**src/rtl/mic_pkg.sv**
```systemverilog
package mic_pkg;
  localparam int WORD_W   = 32;
  localparam int NUM_EVT  = 13;
  localparam int EVT_LSB  = 19;
  localparam int NUM_LINE = 13;
  localparam int GS_BIT   = 28;

  typedef enum logic [1:0] {
    SEL_EVENT = 2'd0,
    SEL_MASK  = 2'd1,
    SEL_TXCTL = 2'd2,
    SEL_RSVD  = 2'd3
  } reg_sel_e;

  // Event bit carried by each interrupt line
  function automatic int line_bit(input int line);
    case (line)
      0:       return 27;
      1:       return 26;
      2:       return 19;
      3:       return 20;
      4:       return 25;
      5:       return 24;
      6:       return 23;
      7:       return 21;
      8:       return 31;
      9:       return 28;
      10:      return 22;
      11:      return 29;
      default: return 30;
    endcase
  endfunction
endpackage

```
**src/rtl/mic_rst_sync.sv**
```systemverilog
module mic_rst_sync (
  input  logic clk,
  input  logic rst_n,
  output logic srst_n
);
  logic [1:0] sync_q;

  always_ff @(posedge clk or negedge rst_n) begin
    if (!rst_n) sync_q <= 2'b00;
    else        sync_q <= {sync_q[0], 1'b1};
  end

  assign srst_n = sync_q[1];
endmodule

```
**src/rtl/mic_event_reg.sv**
```systemverilog
module mic_event_reg #(
  parameter int W       = 32,
  parameter int NUM_EVT = 13,
  parameter int EVT_LSB = 19
) (
  input  logic               clk,
  input  logic               rst_n,
  input  logic               soft_clr,
  input  logic               clr_en,
  input  logic [W-1:0]       clr_bits,
  input  logic [NUM_EVT-1:0] set_vec,
  output logic [W-1:0]       ev_q
);
  localparam int EVT_MSB = EVT_LSB + NUM_EVT - 1;

  logic [W-1:0] set_full;
  logic [W-1:0] clr_full;
  logic [W-1:0] ev_d;
  logic         ev_en;

  // place set pulses at their event positions, zero elsewhere
  for (genvar b = 0; b < W; b++) begin : g_set
    if (b >= EVT_LSB && b <= EVT_MSB) begin : g_evt
      assign set_full[b] = set_vec[b-EVT_LSB];
    end else begin : g_none
      assign set_full[b] = 1'b0;
    end
  end

  assign clr_full = clr_en ? clr_bits : '0;

  always_comb begin
    if (soft_clr) ev_d = '0;
    else          ev_d = (ev_q & ~clr_full) | set_full;
  end

  assign ev_en = soft_clr | clr_en | (|set_full);

  always_ff @(posedge clk or negedge rst_n) begin
    if (!rst_n)     ev_q <= '0;
    else if (ev_en) ev_q <= ev_d;
  end
endmodule

```
**src/rtl/mic_mask_reg.sv**
```systemverilog
module mic_mask_reg #(
  parameter int W = 32
) (
  input  logic         clk,
  input  logic         rst_n,
  input  logic         soft_clr,
  input  logic         load,
  input  logic [W-1:0] load_val,
  output logic [W-1:0] mask_q
);
  logic [W-1:0] mask_d;
  logic         mask_en;

  always_comb begin
    if (soft_clr) mask_d = '0;
    else          mask_d = load_val;
  end

  assign mask_en = soft_clr | load;

  always_ff @(posedge clk or negedge rst_n) begin
    if (!rst_n)       mask_q <= '0;
    else if (mask_en) mask_q <= mask_d;
  end
endmodule

```
**src/rtl/mic_line_fanout.sv**
```systemverilog
module mic_line_fanout
  import mic_pkg::*;
#(
  parameter int W        = 32,
  parameter int NUM_LINE = 13
) (
  input  logic                clk,
  input  logic                rst_n,
  input  logic [W-1:0]        ev,
  input  logic [W-1:0]        mask,
  output logic [NUM_LINE-1:0] irq_q
);
  logic [W-1:0]        active;
  logic [NUM_LINE-1:0] irq_d;
  logic                irq_en;

  assign active = ev & mask;

  for (genvar n = 0; n < NUM_LINE; n++) begin : g_line
    localparam int SRC = line_bit(n);
    assign irq_d[n] = active[SRC];
  end

  assign irq_en = |(irq_d ^ irq_q);

  always_ff @(posedge clk or negedge rst_n) begin
    if (!rst_n)      irq_q <= '0;
    else if (irq_en) irq_q <= irq_d;
  end
endmodule

```
**src/rtl/mic_irq_ctrl.sv**
```systemverilog
module mic_irq_ctrl
  import mic_pkg::*;
#(
  parameter int W        = WORD_W,
  parameter int NUM_E    = NUM_EVT,
  parameter int E_LSB    = EVT_LSB,
  parameter int NUM_L    = NUM_LINE
) (
  input  logic             clk,
  input  logic             rst_n,
  input  logic             soft_rst,
  input  logic             wr_en,
  input  logic [1:0]       wr_sel,
  input  logic [W-1:0]     wr_data,
  input  logic [1:0]       rd_sel,
  output logic [W-1:0]     rd_data,
  input  logic [NUM_E-1:0] evt_set,
  output logic [NUM_L-1:0] irq
);
  localparam int GS_IDX = GS_BIT - E_LSB;

  logic             srst_n;
  logic [W-1:0]     ev_q;
  logic [W-1:0]     mask_q;
  logic             ev_wr;
  logic             mask_wr;
  logic             gs_req;
  logic [NUM_E-1:0] set_all;

  mic_rst_sync u_rst (
    .clk    (clk),
    .rst_n  (rst_n),
    .srst_n (srst_n)
  );

  assign ev_wr   = wr_en && (reg_sel_e'(wr_sel) == SEL_EVENT);
  assign mask_wr = wr_en && (reg_sel_e'(wr_sel) == SEL_MASK);
  assign gs_req  = wr_en && (reg_sel_e'(wr_sel) == SEL_TXCTL) && wr_data[0];

  always_comb begin
    set_all = evt_set;
    set_all[GS_IDX] = evt_set[GS_IDX] | gs_req;
  end

  mic_event_reg #(.W(W), .NUM_EVT(NUM_E), .EVT_LSB(E_LSB)) u_ev (
    .clk      (clk),
    .rst_n    (srst_n),
    .soft_clr (soft_rst),
    .clr_en   (ev_wr),
    .clr_bits (wr_data),
    .set_vec  (set_all),
    .ev_q     (ev_q)
  );

  mic_mask_reg #(.W(W)) u_mask (
    .clk      (clk),
    .rst_n    (srst_n),
    .soft_clr (soft_rst),
    .load     (mask_wr),
    .load_val (wr_data),
    .mask_q   (mask_q)
  );

  mic_line_fanout #(.W(W), .NUM_LINE(NUM_L)) u_fan (
    .clk   (clk),
    .rst_n (srst_n),
    .ev    (ev_q),
    .mask  (mask_q),
    .irq_q (irq)
  );

  always_comb begin
    case (reg_sel_e'(rd_sel))
      SEL_EVENT: rd_data = ev_q;
      SEL_MASK:  rd_data = mask_q;
      default:   rd_data = '0;
    endcase
  end
endmodule

```
**config.mk**
```make
export PLATFORM = sky130hd
export DESIGN_NAME = mic_irq_ctrl
export DESIGN_NICKNAME = d
export VERILOG_FILES = /design/src/rtl/mic_pkg.sv /design/src/rtl/mic_rst_sync.sv /design/src/rtl/mic_event_reg.sv /design/src/rtl/mic_mask_reg.sv /design/src/rtl/mic_line_fanout.sv /design/src/rtl/mic_irq_ctrl.sv
export SDC_FILE = /design/constraint.sdc
export NUM_CORES = 1
export LEC_CHECK = 0
export BUFFER_PORTS_ARGS = -buffer_cell sky130_fd_sc_hd__buf_2
export CORE_UTILIZATION = 55
export CTS_BUF_LIST = sky130_fd_sc_hd__clkbuf_8
export DETAILED_ROUTE_END_ITERATION = 8
export GPL_ROUTABILITY_DRIVEN = 0
export PLACE_DENSITY_LB_ADDON = 0.25
export SLEW_MARGIN = 0
export SYNTH_ARGS = -nofsm -noshare
export SYNTH_HDL_FRONTEND = slang
export SYNTH_HIERARCHICAL = 1
export SYNTH_SLANG_ARGS = --single-unit
```
**constraint.sdc**
```tcl
create_clock -name clk -period 3.2 [get_ports clk]
set_input_delay 0.16 -clock clk [delete_from_list [all_inputs] [get_ports clk]]
set_output_delay 0.16 -clock clk [all_outputs]
set_load 0.005 [all_outputs]
```
==> results.md, run 1 <==
- CTS tree: built
- Placed cells: 480
- Syn-to-layout area delta: 17.6%
- Place WS: 1.49 ns
- Worst-margin pin slew: 1.04 ns
- Leak pwr: 2.27 nW
- Hold_buf cts: 4
- Sw Pwr: 478 uW
- Worst EP arrival: 1.47 ns
- Mapped Area: 3800 um2
- GRT Util Overall: 22.0%
- Sequential area share after synthesis: 52.0%
- Dpl hpwl: 4.87 mm
- DRT Pass-1 Iters: 4
- Most common cell after layout, fill and taps aside: buf_2
- IO Pins: 98
- Bufs on Longest Clock Path: 2
- Outcome: finished clean
- Startpoint types: input port
- Max-cap violations: 0
- Max Slew Vio Count: 0
- Unique masters post-synth: 14
- Final Cycle Share: 51.0%
- CORE AREA: 6490 um2
- WP data required: 3.04 ns
- Largest net degree at the start of global routing: 78
- M1 WL: 3.53 mm
- Worst hold path endpoint: u_ev/ev_q[16]
- # fillers: 502
- Synth Register Bits: 79
- Grt total ovfl: 0
- Setup_tns: 0 ns
- Max Freq: 0.613 GHz
- Num CTS Buffers: 9
- Logic pwr share: 10.3%
- Mean Syn Cell Area: 11.8 um2
- Post-route DRC: 0
- Die Wd: 85.1 um
- Most frequent cells in the layout: buf_2 (97), dfrtp_1 (78), nor2_1 (77), mux2i_1 (64), inv_1 (35)
- Internal power: 1.47 mW
- Postcts setup bufs: 0
- Num rows: 29
- Worst-skew pair later-pin latency: 0.34 ns
- PD cells: 435 nW/um2
- Worst-path clk slew: 0.07 ns
- Hold Crit Start: wr_data[16]
- Yosys Warn Count: 6
- Switch share: 24.6%
- Final WS setup: 1.57 ns
- Setup Skew: 0.00971 ns
- Die Area: 7250 um2
- Seq. cell area: 1980 um2
- Flop2flop setup slack: 2.07 ns
- Layout cells sized above 1: 35.1%
- N_diodes: 0
- Num Clock Sinks: 79
- CP max FO: 32
- Vias in the first global route: 2544
- Slew HR: 30.3%
- Initial Util: 58.5%
- Leading post-synthesis cells by cell area: dfrtp_1 (52%), mux2i_1 (17%), nor2_1 (7.6%), a211oi_2 (6.3%), a311oi_2 (5.1%)
- Footprint of the multi-input gates: 1480 um2
- Flop pwr share: 54.6%
- Avg WL per Cell: 15.1 um
- R2R depth: 0
- Final Hold Fails: 0
- H-tree depth: 3
- Final nets: 475
- Worst Hold Depth: 2
- Crit end category: output port
- Final setup violation count: 0
- Fin crit period: 1.63 ns
- DR iter-0 viols: 117
- Critical register-to-register path startpoint: u_rst/sync_q[1]
- Clock power frac: 35.1%
- Post-synth top area cell: dfrtp_1
- Die Y: 85.1 um
- Mapped Cells: 322
- Initial antenna violation count: 0
- Mean number of vias per cell: 5.21
- Routed via count: 2626
- Root Buffer: clkbuf_8
- Finished Core Util: 68.9%
- First-pass GRT wire length: 12.3 mm
- Maximum VDD drop: 0.000255 V
- Final Instance Count excl. Fillers: 504
- DR WL met3: 357 um
- Worst Hold Class: input port to register
- Routed wl met2: 3.61 mm
- Top Layer Used: met4
- Port bufs: 97
- DRT antenna net count: 0
- RSZ-0062 raised after global routing: false
- Setup Crit Path Kind: input port to output port
- Yosys top cell area share: 52.0%
- Syn Nets: 375
- CTS resizes: 0
- Crit Reg-Reg Endpoint: u_ev/ev_q[12]
- Routed WL: 7.62 mm
[state kept, by name, indices dropped and copies added (netlist names)]
name and cells:
u_ev/ev_q 32, u_mask/mask_q 32, u_fan/irq_q 13, u_rst/sync_q 2
[power groups by stage]
stage | logic, mW | registers (mW) | clock network (mW)
4_1_cts | 0.198 | 1.06 | 0.700
3_5_place_dp | 0.194 | 1.08 | 0
2_1_floorplan | 0.132 | 1.07 | 0
3_3_place_gp | 0.188 | 1.08 | 0
5_1_grt | 0.217 | 1.07 | 0.749
6_report | 0.200 | 1.06 | 0.683
[routing by layer]
layer	up-vias	track usage (%)
met5	-	0
li1	1273	-
met2	70	34.5
met1	1272	30.2
met3	11	4.67
met4	0	8.94
[how the worst max path moves through the flow]
stage                    start                end  cells past startpoint
4_1_cts              rd_sel[0]         rd_data[8]                      4
3_3_place_gp         wr_sel[0]  u_mask/mask_q[19]                      6
2_1_floorplan  u_rst/sync_q[1]       u_ev/ev_q[0]                      0
5_1_grt              rd_sel[0]         rd_data[5]                      4
3_5_place_dp         wr_sel[0]   u_mask/mask_q[9]                      6
6_report             rd_sel[0]         rd_data[2]                      4
[synth_stat cells (all sizes together)]
cell type and n:
buf 14, conb 1, a41o 1, and2 13, nor2 77, mux2i 64, inv 33, nor3b 2
clkbuf 6, a211oi 19, a311oi 13, dfrtp 79
[metrics by stage]
stage          instance area [um2]  power [mW]  hold slack, ns
5_1_grt                       4470        2.03        0.000397
6_report                      4470        1.94          0.0170
3_5_place_dp                  4210        1.28         -0.0536
3_3_place_gp                  4210        1.27         -0.0541
2_1_floorplan                 3800        1.20          -0.136
4_1_cts                       4430        1.96         0.00163
[area by class of cell]
type	instances	area share (%)
repair buffers	109	13.6
flip-flops and latches	79	44.3
multi-input cells	190	33.1
clock inverters	7	1.29
clock buffers	9	2.77
well taps	77	2.15
inverters	33	2.77
[worst max-delay path, cell delays in order]
cell     delay [ns]
buf_2          0.77
mux2i_1        0.30
nor2_1         0.06
buf_2          0.15
[logic make-up (layout without fill, tap and decap cells)]
family                 after synthesis  in the layout  share of synthesized area (%)
DFF                                 79             79                           52.0
muxes                               64             64                           16.8
other                                1              1                         0.0986
and+or+nand+nor                     92             92                           10.1
buffers and inverters               53            158                           9.28
AOI/OAI and AO/OA                   33             33                           11.6
Power figures use the tool's default switching activity.
==> inputs of run 2 (changes only) <==
--- a/config.mk
+++ b/config.mk
@@ -5,8 +5,9 @@
 export SDC_FILE = /design/constraint.sdc
 export NUM_CORES = 1
 export LEC_CHECK = 0
+export ABC_AREA = 1
 export BUFFER_PORTS_ARGS = -buffer_cell sky130_fd_sc_hd__buf_2
-export CORE_UTILIZATION = 55
+export CORE_UTILIZATION = 54
 export CTS_BUF_LIST = sky130_fd_sc_hd__clkbuf_8
 export DETAILED_ROUTE_END_ITERATION = 8
 export GPL_ROUTABILITY_DRIVEN = 0
==> constraint.sdc (replaced) <==
create_clock -name clk -period 1.65 [get_ports clk]
set_input_delay 0.0825 -clock clk [delete_from_list [all_inputs] [get_ports clk]]
set_output_delay 0.0825 -clock clk [all_outputs]
set_load 0.005 [all_outputs]
==> run 2 against run 1 <==
- core utilization rose by 5.7 points
- register-to-register slack worse by 1.2 ns
- the flow now finishes with violations (design-rule violations)
- final area increased by 7.0%
==> results.md, run 2 <==
- EDFF count, synth: 0 (unchanged)
- Max Slew Vio Count: 0 (unchanged)
- Setup Crit Path Kind: register to output port
- DRT antenna net count: 0 (unchanged)
- Initial antenna violation count: 0 (unchanged)
- CTS resizes: 0 (unchanged)
- Outcome: finished with violations
- DR iter-0 viols: 165 (+41%)
- Ys async rst share: 100% (unchanged)
- Post-synth top area cell: dfrtp_1
- Sequential area share after synthesis: 54.4% (+2.4 points)
- Grt total ovfl: 0 (unchanged)
- IO Pins: 98 (unchanged)
- Switch share: 22.8% (-1.8 points)
- Worst path cell trace: nand3_1, nand2_1, buf_2
- Slew HR: 59.8% (+30 points)
- Die Y: 84.1 um (-1.3%)
- Synth Register Bits: 79 (unchanged)
- Final Cycle Share: 70.0%
- CORE AREA: 6420 um2 (-1.1%)
- Crit. Startpoint: u_mask/mask_q[23]
- Worst-path clk slew: 0.08 ns (about the same)
- Routed WL: 8.80 mm (+16%)
- Initial Util: 56.6% (-1.9 points)
- DRT Pass-1 Iters: 9 (+5)
- Yosys top cell area share: 54.4% (+2.4 points)
- Hold Crit Start: wr_data[11]
- Dpl hpwl: 5.52 mm (+13%)
- Final Hold Fails: 0 (unchanged)
- Setup Skew: 0.00840 ns (-0.00132 ns)
- Crit end category: output port
- PD cells: 902 nW/um2 (+110%)
- Critical register-to-register path startpoint: u_rst/sync_q[1]
- Leading post-synthesis cells by cell area: dfrtp_1 (54%), nand2_1 (22%), nand3_1 (8.1%), buf_6 (4.0%), inv_1 (3.0%)
- Failing checks: design-rule violations
- CP max FO: 3 (-91%)
- Vias in the first global route: 3137 (+23%)
- Largest regs: u_ev/ev_q x32, u_mask/mask_q x32, u_fan/irq_q x13
- Internal power: 3.33 mW (+130%)
- CP max stage cell: dfrtp_1
- Post-route DRC: 16 (+16)
- Bufs on Longest Clock Path: 2 (unchanged)
- Mapped Cells: 447 (+39%)
- Final Instance Count excl. Fillers: 664 (+32%)
- Num Clock Sinks: 79 (unchanged)
- Largest stage delay on the critical path: 0.38 ns (-0.39 ns)
- Yosys Warn Count: 6 (unchanged)
- Count leader, synth: nand2_1
- Clock power frac: 42.7% (+7.6 points)
- Most common cell after layout, fill and taps aside: nand2_1
- First-pass GRT wire length: 14.6 mm (+19%)
- Fin crit period: 1.15 ns
- Mean number of vias per cell: 5.06 (-2.9%)
- Prevailing post-synth register cell: dfrtp_1
- R2R depth: 1 (+1)
- Startpoint types: register
- Mean Syn Cell Area: 8.13 um2 (-31%)
- Worst-skew pair later-pin latency: 0.34 ns (about the same)
- Die Wd: 84.1 um (-1.3%)
- Layout cells sized above 1: 23.0% (-12 points)
- H-tree depth: 3 (unchanged)
- WP data required: 1.57 ns (-1.47 ns)
- Setup_tns: 0 ns (unchanged)
- CTS tree: built
- Sw Pwr: 985 uW (+110%)
- Largest net degree at the start of global routing: 35 (-55%)
- Root Buffer: clkbuf_8
- Worst-margin pin slew: 0.601 ns (-0.443 ns)
- Crit Reg-Reg Endpoint: u_ev/ev_q[5]
- N_diodes: 0 (unchanged)
- Worst hold path endpoint: u_mask/mask_q[11]
- Top cells by count, synth: nand2_1 (209), dfrtp_1 (79), nand3_1 (59)
- Syn-to-layout area delta: 31.7%
- Avg WL per Cell: 13.3 um (-12%)
- Unique masters post-synth: 17 (+3)
- Leak pwr: 2.80 nW (+23%)
- Placed cells: 605 (+26%)
- Mapped Area: 3640 um2 (-4.4%)
- Worst EP arrival: 1.07 ns (-0.40 ns)
- Worst Hold Depth: 3 (+1)
- Maximum VDD drop: 0.000679 V (+170%)
- Final nets: 635 (+34%)
- Routed via count: 3358 (+28%)
- Logic pwr share: 10.1% (-0.2 points)
- Final setup violation count: 0 (unchanged)
- GRT Util Overall: 26.5% (+4.4 points)
- Num CTS Buffers: 9 (unchanged)
- Flop pwr share: 47.2% (-7.4 points)
- RSZ-0062 raised after global routing: false
- Port bufs: 97 (unchanged)
- Final Power: 4.32 mW (+120%)
- Num rows: 29 (unchanged)
- Max-cap violations: 0 (unchanged)
- Flop2flop setup slack: 0.83 ns (-1.24 ns)
- Die Area: 7070 um2 (-2.5%)
- Syn Nets: 500 (+33%)
- Max Freq: 0.866 GHz
- Worst Hold Class: input port to register
- Most frequent cells in the layout: nand2_1 (209), buf_2 (97), dfrtp_1 (78), nand3_1 (59), dlygate4sd3_1 (43)
## run 2: power groups by stage
| stage | sequential [mW] | clock [mW] | combinational [mW] |
|---|---|---|---|
| 4_1_cts | 2.04 | 1.87 | 0.437 |
| 3_5_place_dp | 2.08 | 0 | 0.359 |
| 6_report | 2.04 | 1.84 | 0.437 |
| 3_3_place_gp | 2.08 | 0 | 0.353 |
| 2_1_floorplan | 2.08 | 0 | 0.205 |
| 5_1_grt | 2.05 | 1.95 | 0.485 |
## run 2: per-layer routing
| metal | part of all wire, % | vias to the layer above | wire length (um) | track usage, % |
|---|---|---|---|---|
| met1 | 43 | 1586 | 3780 | 35.0 |
| met3 | 5.9 | 11 | 518 | 3.76 |
| met5 | 0 | - | 0 | 0 |
| met2 | 50 | 120 | 4400 | 45.1 |
| li1 | - | 1641 | - | - |
| met4 | 1.3 | 0 | 111 | 8.62 |
## run 2: cells by family after synthesis
| kind of cell | Yosys count | synth area share, % |
|---|---|---|
| other cells | 1 | 0.103 |
| flops | 79 | 54.4 |
| buf+inv | 57 | 9.39 |
| simple gates | 297 | 34.2 |
| compound gates | 13 | 1.89 |
## run 2: per-stage QoR
stage	util [%]	hold slack [ns]	instance area (um2)	setup WS [ns]
detailed placement	63.8	-0.128	4100	0.465
CTS	74.5	0.000504	4790	0.490
finish	74.5	0.0185	4790	0.495
global route	74.5	0.0116	4790	0.409
floorplan	-	-0.213	3640	0.310
global placement	63.8	-0.131	4100	0.500
## run 2: worst max path at each step
stage                         to
2_1_floorplan       u_ev/ev_q[0]
3_3_place_gp   u_mask/mask_q[11]
3_5_place_dp   u_mask/mask_q[16]
4_1_cts               rd_data[6]
5_1_grt               rd_data[6]
6_report             rd_data[23]
## run 2: final cells by class
class | count | area [um2]
Fill cell | 496 | 1640
Clock inverter | 7 | 136
Sequential cell | 79 | 1980
Tap cell | 77 | 96.3
Timing Repair Buffer | 150 | 1000
Multi-Input combinational cell | 311 | 1330
Inverter | 31 | 116
Clock buffer | 9 | 124
## run 2: critical path, delay by kind of cell (launching register included)
kind,cells,cell delay [ns]
DFF,1,0.38
buffers and inverters,1,0.12
and+or+nand+nor,2,0.23
## run 2: timing repair
item / 4_1_cts / 5_1_grt
hold endpoints to repair: 60 / 0
hold buffers: 43 / 0
setup buffers: 0 / 0
==> inputs of run 3 (changes only) <==
--- a/config.mk
+++ b/config.mk
@@ -7,7 +7,7 @@
 export LEC_CHECK = 0
 export ABC_AREA = 1
 export BUFFER_PORTS_ARGS = -buffer_cell sky130_fd_sc_hd__buf_2
-export CORE_UTILIZATION = 54
+export CORE_UTILIZATION = 49
 export CTS_BUF_LIST = sky130_fd_sc_hd__clkbuf_8
 export DETAILED_ROUTE_END_ITERATION = 8
 export GPL_ROUTABILITY_DRIVEN = 0
==> constraint.sdc (replaced) <==
create_clock -name clk -period 1 [get_ports clk]
set_input_delay 0.05 -clock clk [delete_from_list [all_inputs] [get_ports clk]]
set_output_delay 0.05 -clock clk [all_outputs]
set_load 0.005 [all_outputs]
==> run 3 against run 2 <==
- the flow finishes with violations (negative setup slack)
- worst setup slack worse by 0.59 ns
- clock power increased by 22%
- final area rose by 9.1%
- via count up 7.6%
- critical path type unchanged
- critical endpoint is now rd_data[10]
- highest routed layer unchanged
==> results.md, run 3 (synthesis results as in run 2) <==
- Outcome: finished with violations
- Failing checks: negative setup slack
- Initial Util: 50.4% (-6.2 points)
- Worst EP arrival: 1.04 ns (-0.03 ns)
- Port bufs: 97 (unchanged)
- Final setup violation count: 32 (+32)
- Setup Crit Path Kind: register to output port
- Dpl cell area: 4260 um2 (+3.9%)
- DRT antenna net count: 0 (unchanged)
- Largest stage delay on the critical path: 0.39 ns (about the same)
- Flop2flop setup slack: 0.14 ns (-0.69 ns)
- Footprint of the multi-input gates: 1340 um2 (+0.85%)
- Grt total ovfl: 0 (unchanged)
- Logic pwr share: 14.4% (+4.3 points)
- Clock power frac: 34.5% (-8.2 points)
- DR iter-0 viols: 180 (+9.1%)
- Syn-to-layout area delta: 43.6%
- PD cells: 1250 nW/um2 (+39%)
- Final WS setup: -0.0948 ns (-0.590 ns)
- Design Area, Final: 5220 um2 (+9.1%)
- # fillers: 568 (+15%)
- Max Freq: 0.913 GHz
- Switch share: 25.6% (+2.8 points)
- Worst-path clk slew: 0.08 ns (about the same)
- Num rows: 31 (+6.9%)
- GRT Util Overall: 27.0% (+0.51 points)
- Worst-skew pair later-pin latency: 0.35 ns (about the same)
- Die Area: 7770 um2 (+10%)
- Bufs on Longest Clock Path: 2 (unchanged)
- CP max FO: 2 (-1)
- Final Cycle Share: 109%
- DRT Pass-1 Iters: 4 (-5)
- Vias in the first global route: 3366 (+7.3%)
- Critical path buffers and inverters: 1 (unchanged)
- Max-cap violations: 0 (unchanged)
- N_diodes: 0 (unchanged)
- CTS tree: built
- Sw Pwr: 1.67 mW (+70%)
- Num Clock Sinks: 79 (unchanged)
- Worst path cell trace: nand3_1, nand2_1, buf_2
- Die Y: 88.1 um (+4.9%)
- Crit end category: output port
- CP max stage cell: dfrtp_1
- Fin crit period: 1.09 ns
- IO Pins: 98 (unchanged)
- Flop pwr share: 51.1% (+3.9 points)
- Die Wd: 88.1 um (+4.9%)
- H-tree depth: 3 (unchanged)
- Internal power: 4.85 mW (+46%)
- Final Hold Slack: 0.0285 ns (+0.00999 ns)
- Num CTS Buffers: 9 (unchanged)
- Mean number of vias per cell: 4.88 (-3.6%)
- Dpl hpwl: 6.03 mm (+9.4%)
- WP data required: 0.95 ns (-0.62 ns)
- Root Buffer: clkbuf_8
- Largest regs: u_ev/ev_q x32, u_mask/mask_q x32, u_fan/irq_q x13
- Final Hold Fails: 0 (unchanged)
- Largest net degree at the start of global routing: 40 (+14%)
- RSZ-0062 raised after global routing: true
- CORE AREA: 7210 um2 (+12%)
- Startpoint types: register
- Layout cells sized above 1: 29.1% (+6.1 points)
- Final nets: 691 (+8.8%)
- Initial antenna violation count: 0 (unchanged)
- Post-route DRC: 0 (-16)
- Top delay family on crit path: flip-flops
- Maximum VDD drop: 0.000816 V (+20%)
- Leak pwr: 3.07 nW (+9.9%)
- Most common cell after layout, fill and taps aside: nand2_1
- Seq. cell area: 1980 um2 (unchanged)
- First-pass GRT wire length: 15.8 mm (+7.7%)
- Avg WL per Cell: 13.7 um (+3.7%)
- Worst Hold Class: input port to register
- Routed via count: 3613 (+7.6%)
- Max Slew Vio Count: 0 (unchanged)
- Setup Skew: 0.0111 ns (+0.00269 ns)
- Routed WL: 10.2 mm (+16%)
- Most frequent cells in the layout: nand2_1 (209), buf_2 (97), dfrtp_1 (78), nand3_1 (58), buf_4 (58)
run 3: cell types whose count changed in the layout (fill, tap and decap cells not counted), sizes merged:
cell | before | now
inv | 32 | 33
clkinv | 1 | 2
buf | 107 | 160
dlygate4sd3 | 43 | 46
bufinv | 4 | 1
run 3: metrics by stage:
stage                     setup TNS, ns  power (mW)  utilization (%)  worst slack, ns  cells
after floorplan                       0        3.77                -            0.102    447
after global placement                0        4.07             59.0           0.0331    637
after detailed placement        -0.0516        4.08             59.0          -0.0281    637
after CTS                         -1.30        6.50             70.4          -0.0773    723
after global routing              -2.53        6.77             72.4           -0.120    741
final                             -1.25        6.53             72.4          -0.0948    741
run 3: per-layer routing:
metal  GRT usage (%)  vias up  routed length [um]
met2            46.7      125                5190
met4            11.1        0                 108
met5               0        -                   0
met3            4.90       10                 636
li1                -     1754                   -
met1            33.4     1724                4250
run 3: power by group through the flow:
stage          sequential [mW]  combinational (mW)  clock [mW]
6_report                  3.33               0.940        2.25
3_5_place_dp              3.41               0.678           0
5_1_grt                   3.34                1.03        2.40
4_1_cts                   3.33               0.894        2.28
3_3_place_gp              3.40               0.669           0
2_1_floorplan             3.44               0.338           0
run 3: worst paths after layout:
check	cells past startpoint	from	to
min in group asynchronous	1	u_rst/sync_q[1]	u_mask/mask_q[17]
worst max-delay path	3	u_mask/mask_q[10]	rd_data[10]
worst min register to register	1	u_rst/sync_q[1]	u_mask/mask_q[17]
worst max register to register	4	u_ev/ev_q[30]	u_ev/ev_q[30]
max in group asynchronous	3	rst_n	u_rst/sync_q[1]
worst min-delay path	5	evt_set[9]	u_ev/ev_q[28]
run 3: worst reg2reg max path: stages (launching register included):
cell and delay, ns:
dfrtp_1 0.38, buf_4 0.13, buf_4 0.12, nand2_1 0.07, a21oi_2 0.05
run 3: cell type report:
class / count / share of cell area [%]
sequential: 79 / 37.9
tap: 99 / 2.37
inverter: 31 / 2.23
timing repair buffer: 206 / 28.4
clock buffer: 9 / 2.37
multi-input combinational: 311 / 25.7
clock inverter: 6 / 1.05
run 3: what timing repair did:
action | CTS | global route
buffers inserted | 25 | 18
endpoints found under the hold margin | 66 | 0
pin swaps | 43 | 10
endpoints found under the setup margin | 32 | 32
hold buffers | 46 | 0
resized for setup | 0 | 1
